<file path="src/rtl/ssx_pkg.sv">
package ssx_pkg;

    typedef enum logic [1:0] {
        ADDR_CTRL = 2'd0,
        ADDR_STAT = 2'd1,
        ADDR_DATA = 2'd2,
        ADDR_DIV  = 2'd3
    } reg_addr_e;

    // control register, bit2..bit0
    typedef struct packed {
        logic irq_en;
        logic rx_en;
        logic tx_en;
    } ctrl_t;

    // status register, bit3..bit0
    typedef struct packed {
        logic tx_end;
        logic ovr;
        logic rx_full;
        logic tx_empty;
    } stat_t;

    typedef enum logic {
        SH_IDLE = 1'b0,
        SH_RUN  = 1'b1
    } sh_state_e;

    localparam stat_t STAT_RESET = '{tx_end: 1'b1, ovr: 1'b0, rx_full: 1'b0, tx_empty: 1'b1};

    function automatic logic link_on(ctrl_t c);
        return c.tx_en | c.rx_en;
    endfunction

    // software clear of the write-zero flags, gated by the read-arm bits
    function automatic stat_t apply_clear(stat_t cur, stat_t armed, logic [3:0] wbits);
        stat_t nxt;
        nxt = cur;
        if (armed.ovr && !wbits[2])
            nxt.ovr = 1'b0;
        if (armed.tx_end && !wbits[3])
            nxt.tx_end = 1'b0;
        return nxt;
    endfunction

endpackage

</file>
<file path="src/rtl/ssx_clkgen.sv">
module ssx_clkgen #(
    parameter int DIV_W = 8
) (
    input  logic             clk,
    input  logic             rst,
    input  logic             run,
    input  logic [DIV_W-1:0] half_cnt,
    output logic             tick
);

    logic [DIV_W-1:0] cnt_q;

    assign tick = run && (cnt_q >= half_cnt);

    always_ff @(posedge clk) begin
        if (rst || !run)
            cnt_q <= '0;
        else if (tick)
            cnt_q <= '0;
        else
            cnt_q <= cnt_q + 1'b1;
    end

endmodule

</file>
<file path="src/rtl/ssx_shifter.sv">
module ssx_shifter
    import ssx_pkg::*;
#(
    parameter int DATA_W = 8
) (
    input  logic              clk,
    input  logic              rst,
    input  logic              start,
    input  logic              halt,
    input  logic              tick,
    input  logic              tx_en,
    input  logic              miso,
    input  logic [DATA_W-1:0] load_data,
    output logic              busy,
    output logic              done,
    output logic              sclk,
    output logic              mosi,
    output logic [DATA_W-1:0] rx_data
);

    localparam int CNT_W = (DATA_W > 2) ? $clog2(DATA_W) : 1;
    localparam logic [CNT_W-1:0] LAST_BIT = CNT_W'(DATA_W - 1);

    sh_state_e         state_q;
    logic [DATA_W-1:0] tx_sh_q;
    logic [DATA_W-1:0] rx_sh_q;
    logic [CNT_W-1:0]  bit_q;
    logic              sclk_q;
    logic              done_q;

    always_ff @(posedge clk) begin
        if (rst) begin
            state_q <= SH_IDLE;
            tx_sh_q <= '0;
            rx_sh_q <= '0;
            bit_q   <= '0;
            sclk_q  <= 1'b1;
            done_q  <= 1'b0;
        end else begin
            done_q <= 1'b0;
            if (halt) begin
                state_q <= SH_IDLE;
                sclk_q  <= 1'b1;
                bit_q   <= '0;
            end else if (state_q == SH_IDLE) begin
                if (start) begin
                    state_q <= SH_RUN;
                    tx_sh_q <= load_data;
                    bit_q   <= '0;
                    sclk_q  <= 1'b0;
                end
            end else if (tick) begin
                if (!sclk_q) begin
                    // rising edge: sample the input line
                    sclk_q  <= 1'b1;
                    rx_sh_q <= {rx_sh_q[DATA_W-2:0], miso};
                end else if (bit_q == LAST_BIT) begin
                    state_q <= SH_IDLE;
                    done_q  <= 1'b1;
                end else begin
                    // falling edge: present the next bit
                    sclk_q  <= 1'b0;
                    tx_sh_q <= {tx_sh_q[DATA_W-2:0], 1'b0};
                    bit_q   <= bit_q + 1'b1;
                end
            end
        end
    end

    assign busy    = (state_q == SH_RUN);
    assign done    = done_q;
    assign sclk    = sclk_q;
    assign mosi    = (busy && tx_en) ? tx_sh_q[DATA_W-1] : 1'b1;
    assign rx_data = rx_sh_q;

endmodule

</file>
<file path="src/rtl/ssx_regs.sv">
module ssx_regs
    import ssx_pkg::*;
#(
    parameter int DATA_W    = 8,
    parameter int DIV_W     = 8,
    parameter int DIV_RESET = 1
) (
    input  logic              clk,
    input  logic              rst,
    input  logic              bus_wr,
    input  logic              bus_rd,
    input  logic [1:0]        bus_addr,
    input  logic [DATA_W-1:0] bus_wdata,
    output logic [DATA_W-1:0] bus_rdata,
    input  logic              busy,
    input  logic              done,
    input  logic [DATA_W-1:0] rx_data,
    output logic              start,
    output logic [DATA_W-1:0] tdr,
    output ctrl_t             ctrl,
    output stat_t             stat,
    output logic [DIV_W-1:0]  div,
    output logic [DATA_W-1:0] rdr,
    output logic              irq
);

    localparam int CTRL_PAD = DATA_W - $bits(ctrl_t);
    localparam int STAT_PAD = DATA_W - $bits(stat_t);

    ctrl_t             ctrl_q;
    stat_t             stat_q, stat_d;
    stat_t             armed_q;
    logic [DATA_W-1:0] tdr_q, rdr_q;
    logic [DIV_W-1:0]  div_q;
    logic              irq_q;

    logic wr_ctrl, wr_stat, wr_data, wr_div, rd_stat, rd_data;
    logic tdr_accept, rx_take, ovr_hit, end_hit;

    always_comb begin
        wr_ctrl = bus_wr && (bus_addr == ADDR_CTRL);
        wr_stat = bus_wr && (bus_addr == ADDR_STAT);
        wr_data = bus_wr && (bus_addr == ADDR_DATA);
        wr_div  = bus_wr && (bus_addr == ADDR_DIV);
        rd_stat = bus_rd && (bus_addr == ADDR_STAT);
        rd_data = bus_rd && (bus_addr == ADDR_DATA);
    end

    assign tdr_accept = wr_data && stat_q.tx_empty;
    assign start      = !busy && !done && !stat_q.tx_empty && link_on(ctrl_q) && !stat_q.ovr;
    assign ovr_hit    = done && ctrl_q.rx_en && stat_q.rx_full && !rd_data;
    assign rx_take    = done && ctrl_q.rx_en && !ovr_hit;
    assign end_hit    = done && stat_q.tx_empty && !tdr_accept;

    always_comb begin
        stat_d = stat_q;
        if (wr_stat)
            stat_d = apply_clear(stat_q, armed_q, bus_wdata[3:0]);
        if (tdr_accept)
            stat_d.tx_empty = 1'b0;
        if (start)
            stat_d.tx_empty = 1'b1;
        if (rd_data)
            stat_d.rx_full = 1'b0;
        if (rx_take)
            stat_d.rx_full = 1'b1;
        if (ovr_hit)
            stat_d.ovr = 1'b1;
        if (end_hit)
            stat_d.tx_end = 1'b1;
    end

    always_ff @(posedge clk) begin
        if (rst) begin
            ctrl_q  <= '0;
            stat_q  <= STAT_RESET;
            armed_q <= '0;
            tdr_q   <= '0;
            rdr_q   <= '0;
            div_q   <= DIV_W'(DIV_RESET);
            irq_q   <= 1'b0;
        end else begin
            stat_q <= stat_d;
            irq_q  <= ctrl_q.irq_en && rx_take && !stat_q.rx_full;
            if (wr_stat)
                armed_q <= '0;
            else if (rd_stat)
                armed_q <= stat_q;
            if (wr_ctrl)
                ctrl_q <= ctrl_t'(bus_wdata[$bits(ctrl_t)-1:0]);
            if (wr_div)
                div_q <= bus_wdata[DIV_W-1:0];
            if (tdr_accept)
                tdr_q <= bus_wdata;
            if (rx_take)
                rdr_q <= rx_data;
        end
    end

    always_comb begin
        unique case (bus_addr)
            ADDR_CTRL: bus_rdata = {{CTRL_PAD{1'b0}}, ctrl_q};
            ADDR_STAT: bus_rdata = {{STAT_PAD{1'b0}}, stat_q};
            ADDR_DATA: bus_rdata = rdr_q;
            default:   bus_rdata = DATA_W'(div_q);
        endcase
    end

    assign tdr  = tdr_q;
    assign ctrl = ctrl_q;
    assign stat = stat_q;
    assign div  = div_q;
    assign rdr  = rdr_q;
    assign irq  = irq_q;

endmodule

</file>
<file path="src/rtl/ssx_top.sv">
module ssx_top
    import ssx_pkg::*;
#(
    parameter int DATA_W    = 8,
    parameter int DIV_W     = 8,
    parameter int DIV_RESET = 1
) (
    input  logic              clk,
    input  logic              rst,
    input  logic              bus_wr,
    input  logic              bus_rd,
    input  logic [1:0]        bus_addr,
    input  logic [DATA_W-1:0] bus_wdata,
    output logic [DATA_W-1:0] bus_rdata,
    output logic              sclk,
    output logic              mosi,
    input  logic              miso,
    output logic              rx_irq
);

    ctrl_t             ctrl;
    stat_t             stat;
    logic [DIV_W-1:0]  div;
    logic [DATA_W-1:0] tdr, rdr, rx_data;
    logic              start, busy, done, tick, halt;

    assign halt = !link_on(ctrl);

    ssx_regs #(
        .DATA_W   (DATA_W),
        .DIV_W    (DIV_W),
        .DIV_RESET(DIV_RESET)
    ) u_regs (
        .clk      (clk),
        .rst      (rst),
        .bus_wr   (bus_wr),
        .bus_rd   (bus_rd),
        .bus_addr (bus_addr),
        .bus_wdata(bus_wdata),
        .bus_rdata(bus_rdata),
        .busy     (busy),
        .done     (done),
        .rx_data  (rx_data),
        .start    (start),
        .tdr      (tdr),
        .ctrl     (ctrl),
        .stat     (stat),
        .div      (div),
        .rdr      (rdr),
        .irq      (rx_irq)
    );

    ssx_clkgen #(
        .DIV_W(DIV_W)
    ) u_clkgen (
        .clk     (clk),
        .rst     (rst),
        .run     (busy),
        .half_cnt(div),
        .tick    (tick)
    );

    ssx_shifter #(
        .DATA_W(DATA_W)
    ) u_shifter (
        .clk      (clk),
        .rst      (rst),
        .start    (start),
        .halt     (halt),
        .tick     (tick),
        .tx_en    (ctrl.tx_en),
        .miso     (miso),
        .load_data(tdr),
        .busy     (busy),
        .done     (done),
        .sclk     (sclk),
        .mosi     (mosi),
        .rx_data  (rx_data)
    );

endmodule

</file>
<file path="config.mk">
export PLATFORM = sky130hd
export DESIGN_NAME = ssx_top
export DESIGN_NICKNAME = d
export VERILOG_FILES = /design/src/rtl/ssx_pkg.sv /design/src/rtl/ssx_clkgen.sv /design/src/rtl/ssx_shifter.sv /design/src/rtl/ssx_regs.sv /design/src/rtl/ssx_top.sv
export SDC_FILE = /design/constraint.sdc
export NUM_CORES = 1
export LEC_CHECK = 0
export CAP_MARGIN = 20
export CELL_PAD_IN_SITES_DETAIL_PLACEMENT = 1
export CELL_PAD_IN_SITES_GLOBAL_PLACEMENT = 1
export CORE_UTILIZATION = 47
export CTS_BUF_LIST = sky130_fd_sc_hd__clkbuf_8 sky130_fd_sc_hd__clkbuf_16
export CTS_CLUSTER_DIAMETER = 100
export CTS_CLUSTER_SIZE = 28
export DETAILED_ROUTE_END_ITERATION = 8
export HOLD_SLACK_MARGIN = 0.02
export PLACE_DENSITY_LB_ADDON = 0.1
export SLEW_MARGIN = 20
export SYNTH_ARGS = -nofsm -noshare
export SYNTH_HDL_FRONTEND = slang
export SYNTH_SLANG_ARGS = --single-unit
</file>
<file path="constraint.sdc">
create_clock -name clk -period 3.4 [get_ports clk]
set_input_delay 0.68 -clock clk [delete_from_list [all_inputs] [get_ports clk]]
set_output_delay 0.68 -clock clk [all_outputs]
set_load 0.1 [all_outputs]
</file>
After elaboration in Yosys (flattened, before gate mapping)
Index checks and enable logic that the tools add are counted.
{"block": "op_classes", "n_lt_le_gt_ge": 1, "eq_ne": 7, "n_mux": 28, "bitwise": 5, "addsub": 2, "n_reduce_logical": 51}
{"cell": "$mux 8", "n": 5}
{"cell": "$pmux 8 s3", "n": 1}
{"cell": "$logic_and 1x1->1", "n": 23}
{"cell": "$mux 3", "n": 6}
{"cell": "$mux 1", "n": 16}
{"cell": "$logic_not 1->1", "n": 10}
{"cell": "$reduce_or 2->1", "n": 5}
{"cell": "$add 8x1->8 const B", "n": 1}
{"cell": "$ge 8x8->1", "n": 1}
{"cell": "$reduce_and 4->1", "n": 2}
{"cell": "$reduce_bool 2->1", "n": 4}
{"cell": "$ne 2x2->1 const B", "n": 3}
{"cell": "$reduce_and 2->1", "n": 3}
{"cell": "$reduce_and 5->1", "n": 1}
{"cell": "$reduce_or 5->1", "n": 1}
{"cell": "$eq 2x2->1 const B", "n": 2}
{"cell": "$not 1->1", "n": 4}
{"cell": "$add 3x1->3 const B", "n": 1}
{"cell": "$eq 3x3->1 const B", "n": 1}
{"cell": "$eq 2x1->1 const B", "n": 1}
{"cell": "$logic_not 2->1", "n": 1}
{"cell": "$logic_or 1x1->1", "n": 1}
{"cell": "$or 1x1->1", "n": 1}
{"block": "word_totals", "elab_cells": 114, "input_bits": 15, "output_inout_bits": 11, "register_bits": 64}

Logic depth before layout (Yosys ltp)
{"block": "logic_depth", "depth_word": 8, "ltp_mapped": 8, "ltp_nobuf": 7}

By module
From an unflattened synthesis, not the netlist that was laid out.
{"block": "unflattened", "cells_unflattened": 310, "area_unflattened_um2": 2965.3}
{"module": "ssx_regs", "cells_each": 152, "instances": 1, "seq_area_each_um2": 680.7, "area_per_inst_um2": 1430.1}
{"module": "ssx_shifter", "cells_each": 95, "instances": 1, "seq_area_each_um2": 440.4, "area_per_inst_um2": 1021.0}
{"module": "ssx_clkgen", "cells_each": 62, "instances": 1, "seq_area_each_um2": 160.2, "area_per_inst_um2": 510.5}
{"module": "ssx_top", "cells_each": 1, "instances": 1, "seq_area_each_um2": 0.0, "area_per_inst_um2": 3.8}

Worst setup path before layout
No wires, ideal clock.
{"block": "synth_timing", "path_type": "input port to output port", "start": "input bus_addr[0]", "end": "output bus_rdata[4]", "required_time_ns": 2.720, "path_stages": 3, "t_arrival_ns": 2.543, "setup_slack_ns": 0.177, "n_path_buf": 1, "path_cell_list": "buf_1 -> mux2i_1 -> nor2b_1"}
{"block": "synth_via", "elab_chain_len": 2, "elab_cells_between_ends": 4, "classes_between": "eq/ne (2); mux (1); reduce/logical (1)"}
{"item": "start: declaration", "line_no": "ssx_top.sv:12", "text": "input logic [1:0] bus_addr,"}
{"item": "$eq 2x2->1 (tied with other cells)", "line_no": "ssx_regs.sv:101", "text": "unique case (bus_addr)"}
{"item": "$pmux 8 s3 *", "line_no": "ssx_regs.sv:101"}
{"item": "end: declaration", "line_no": "ssx_top.sv:14", "text": "output logic [DATA_W-1:0] bus_rdata,"}
Mark *: on every way between the ends. The rest lies on a longest branch, timed or not.

Final worst setup path
{"block": "layout_timing", "start": "input bus_addr[1]", "end": "output bus_rdata[2]"}
The elaborated chain is that of the path after synthesis.

==> impl_metrics.tcl <==
set metrics [dict create \
    worstSetupStartpoint "bus_addr[1]" \
    start_kind "input pin" \
    drt_iter0_drc 116 \
    hold_slack_ps 459 \
    cts_hold_buffers 0 \
    clockRootBuffer "clkbuf_8" \
    hpwl_um 5220 \
    multi_input_area_um2 1540 \
    cp_slowest_cell "clkdlybuf4s50_1" \
    period_needed_ps 2990 \
    r2r-start "u_clkgen.cnt_q[0]$_SDFF_PP0_" \
    core_um2 5990 \
    hp-start "u_regs.tdr[3]$_SDFFE_PP0P_" \
    syn_avg_cell_area_um2 9.29 \
    post_cts_buffers 0 \
    status "finished, final reports clean" \
    grt_pass1_vias 2428 \
    power_w 0.00155 \
    drc_errors 0 \
    final-seq-area_um2 1280 \
    cpPeakStageDelay_ps 770 \
    area_growth_pct 19.8 \
    start_util 0.493 \
    synth-seq-cells 64 \
    synth_ff_type "dfxtp_1" \
    wl_per_cell_um 17.0 \
    rows 28 \
    synth_edf_count 0 \
    period_share 0.881 \
    critPathRequiredTime_ps 2720 \
    endpoint_kind "output pin" \
    drtPass1Iterations 4 \
    grt_pass1_wl_um 11800 \
    drt-total-wl_um 7140 \
    skew_ps 9.51 \
    maxSlewViolCount 0 \
    pin_count 26 \
    antennaDiodeCount 0 \
    crit_chain "clkdlybuf4s50_1, mux4_1, buf_12" \
    hold_violations 0 \
    clkSinkCount 64 \
    timing.fmax_mhz 334 \
    cp.arrival_ps 2310 \
    cp_top_family "buffers and inverters" \
    synth_nets 344 \
    grt_use_total 0.245 \
    p_leak_nw 1.25 \
    grt_overflow 0 \
    grt_antenna_before_repair 0 \
    worstSetupPathType "in -> out" \
    portBuffers 25 \
    n_fill_cell 683 \
    slew_headroom 0.358 \
    synth_cells 318 \
    fp.dieW_um 81.3 \
    critPathBufInv 2 \
    worst_pin_slew_ps 960 \
    dieArea_um2 6610 \
    grt_max_degree 28 \
    h-tree-depth 3 \
    ir_drop_mv 0.267 \
    tns_ps 0 \
    detail-route-antenna-nets 0 \
    worstPathMaxFanout 13 \
    cts_resized 0 \
    cts_inserted_buffers 9 \
    clockBufferDepth 2 \
    yosys_warnings 0 \
    netlist_area_um2 2960 \
    rsz0062_at_grt "no" \
    synth-async-reset-ratio 0 \
    nets 367 \
    vias 2337 \
    yosysSeqAreaShare 0.434 \
    die_y_um 81.3 \
    finalSetupViolCount 0 \
    clk_pin_slew_ps 60 \
    cts_tree "yes" \
    powerDensity_nw_per_um2 437 \
    viasPerCell 5.55 \
    drive_gt1_frac 0.121 \
    gp_congestion 0.809 \
    max_cap_viol_count 0 \
    synth.distinct_cells 47 \
    clock_latency_ps 340 \
    min_path_type "reg -> reg" \
]
state kept, by name, summed over array words and instances (netlist names):
| register | count |
|---|---|
| u_shifter.bit_q | 3 |
| u_regs.div | 8 |
| u_regs.tdr | 8 |
| u_regs.armed_q | 2 |
| u_regs.ctrl | 3 |
| u_regs.rdr | 8 |
| u_shifter.tx_sh_q | 8 |
| u_shifter.sclk | 1 |
| u_shifter.rx_data | 8 |
| u_clkgen.cnt_q | 8 |
| u_shifter.done | 1 |
| u_regs.stat | 4 |
| u_regs.irq | 1 |
| u_shifter.busy | 1 |
cells in the mapped netlist (all sizes together), types with 2 or more instances:
master,instances,area [µm²]
and3,5,31.3
nand2b,11,76.3
or3,2,12.5
ha,11,138
clkbuf,15,56.3
or4,2,18.8
inv,17,63.8
a21boi,2,15.0
o21ai,2,10.0
mux4,3,71.3
nand2,38,143
a221oi,7,61.3
mux2i,27,270
xor2,5,43.8
nand4,2,12.5
nor2,33,134
nor3b,2,15.0
a22oi,2,15.0
o21a,3,22.5
nand4b,2,17.5
a211oi,8,60.1
nor2b,8,50.1
a21oi,17,85.1
buf,3,20.0
nor4b,2,17.5
dfxtp,64,1280
nand3,12,60.1
logic make-up (layout without fill, tap and decap cells):
group           count (synthesis)  in the layout  synth area share
compound gates                 49             49             0.128
xor+xnor                        6              6            0.0178
fa+ha+maj                      11             11            0.0466
buf+inv                        35             63            0.0474
flops                          64             64             0.434
mux                            31             31             0.119
simple gates                  122            122             0.207
worst reg2reg max path, stage by stage, from the launching register on:
cell and delay (ps):
dfxtp_1 450, inv_1 70, ha_1 270, nand2b_4 140
a2111oi_4 390, o31ai_4 170, o21a_1 390, a221oi_1 350
final cells by class:
cell class,instances,share of cell area
multi-input combinational,219,0.435
sequential,64,0.362
timing repair buffer,30,0.103
clock buffer,10,0.0389
tap,75,0.0265
inverter,17,0.0180
clock inverter,6,0.0170
path summary, 6_finish.rpt:
path                                                     endpoint  slack [ps]  cells after the start
worst max-delay path                                 bus_rdata[2]         410                      3
worst min-delay path                   u_regs.tdr[3]$_SDFFE_PP0P_         460                      2
worst max register to register  u_shifter.tx_sh_q[1]$_SDFFE_PP0P_        1080                      7
worst min register to register         u_regs.tdr[3]$_SDFFE_PP0P_         460                      2
cells in the final DEF (no fill, tap or decap), types with 11 or more instances in the layout:
| master | synthesis | routed |
|---|---|---|
| nand2_1 | 38 | 38 |
| a21oi_1 | 17 | 17 |
| mux2i_1 | 27 | 27 |
| inv_1 | 17 | 18 |
| nand3_1 | 12 | 12 |
| clkdlybuf4s50_1 | 0 | 15 |
| dfxtp_1 | 64 | 64 |
| ha_1 | 11 | 11 |
| nor2_1 | 31 | 31 |
power by group:
| group | internal, W | total (W) | switching, W |
|---|---|---|---|
| clock network | 0.000354 | 0.000644 | 0.000290 |
| registers | 0.000758 | 0.000766 | 0.00000805 |
| logic | 0.0000592 | 0.000138 | 0.0000786 |
| total | 0.00117 | 0.00155 | 0.000377 |
through the flow:
| stage | setup WS, ps | instance area (µm²) | instances | util |
|---|---|---|---|---|
| 5_1_grt | 346 | 3540 | 421 | 0.591 |
| 3_5_place_dp | 418 | 3340 | 405 | 0.558 |
| 6_report | 405 | 3540 | 421 | 0.591 |
| 3_3_place_gp | 448 | 3340 | 405 | 0.558 |
| 2_1_floorplan | 177 | 2960 | 318 | - |
| 4_1_cts | 414 | 3540 | 421 | 0.591 |
per-layer routing:
layer	track usage	wire length, µm	vias to the layer above
li1	-	-	1153
met1	0.287	3100	1128
met2	0.415	3680	46
met3	0.0685	263	10
met4	0.102	95	0
met5	0	0	-
No activity file was read; power rests on OpenSTA's default activity.
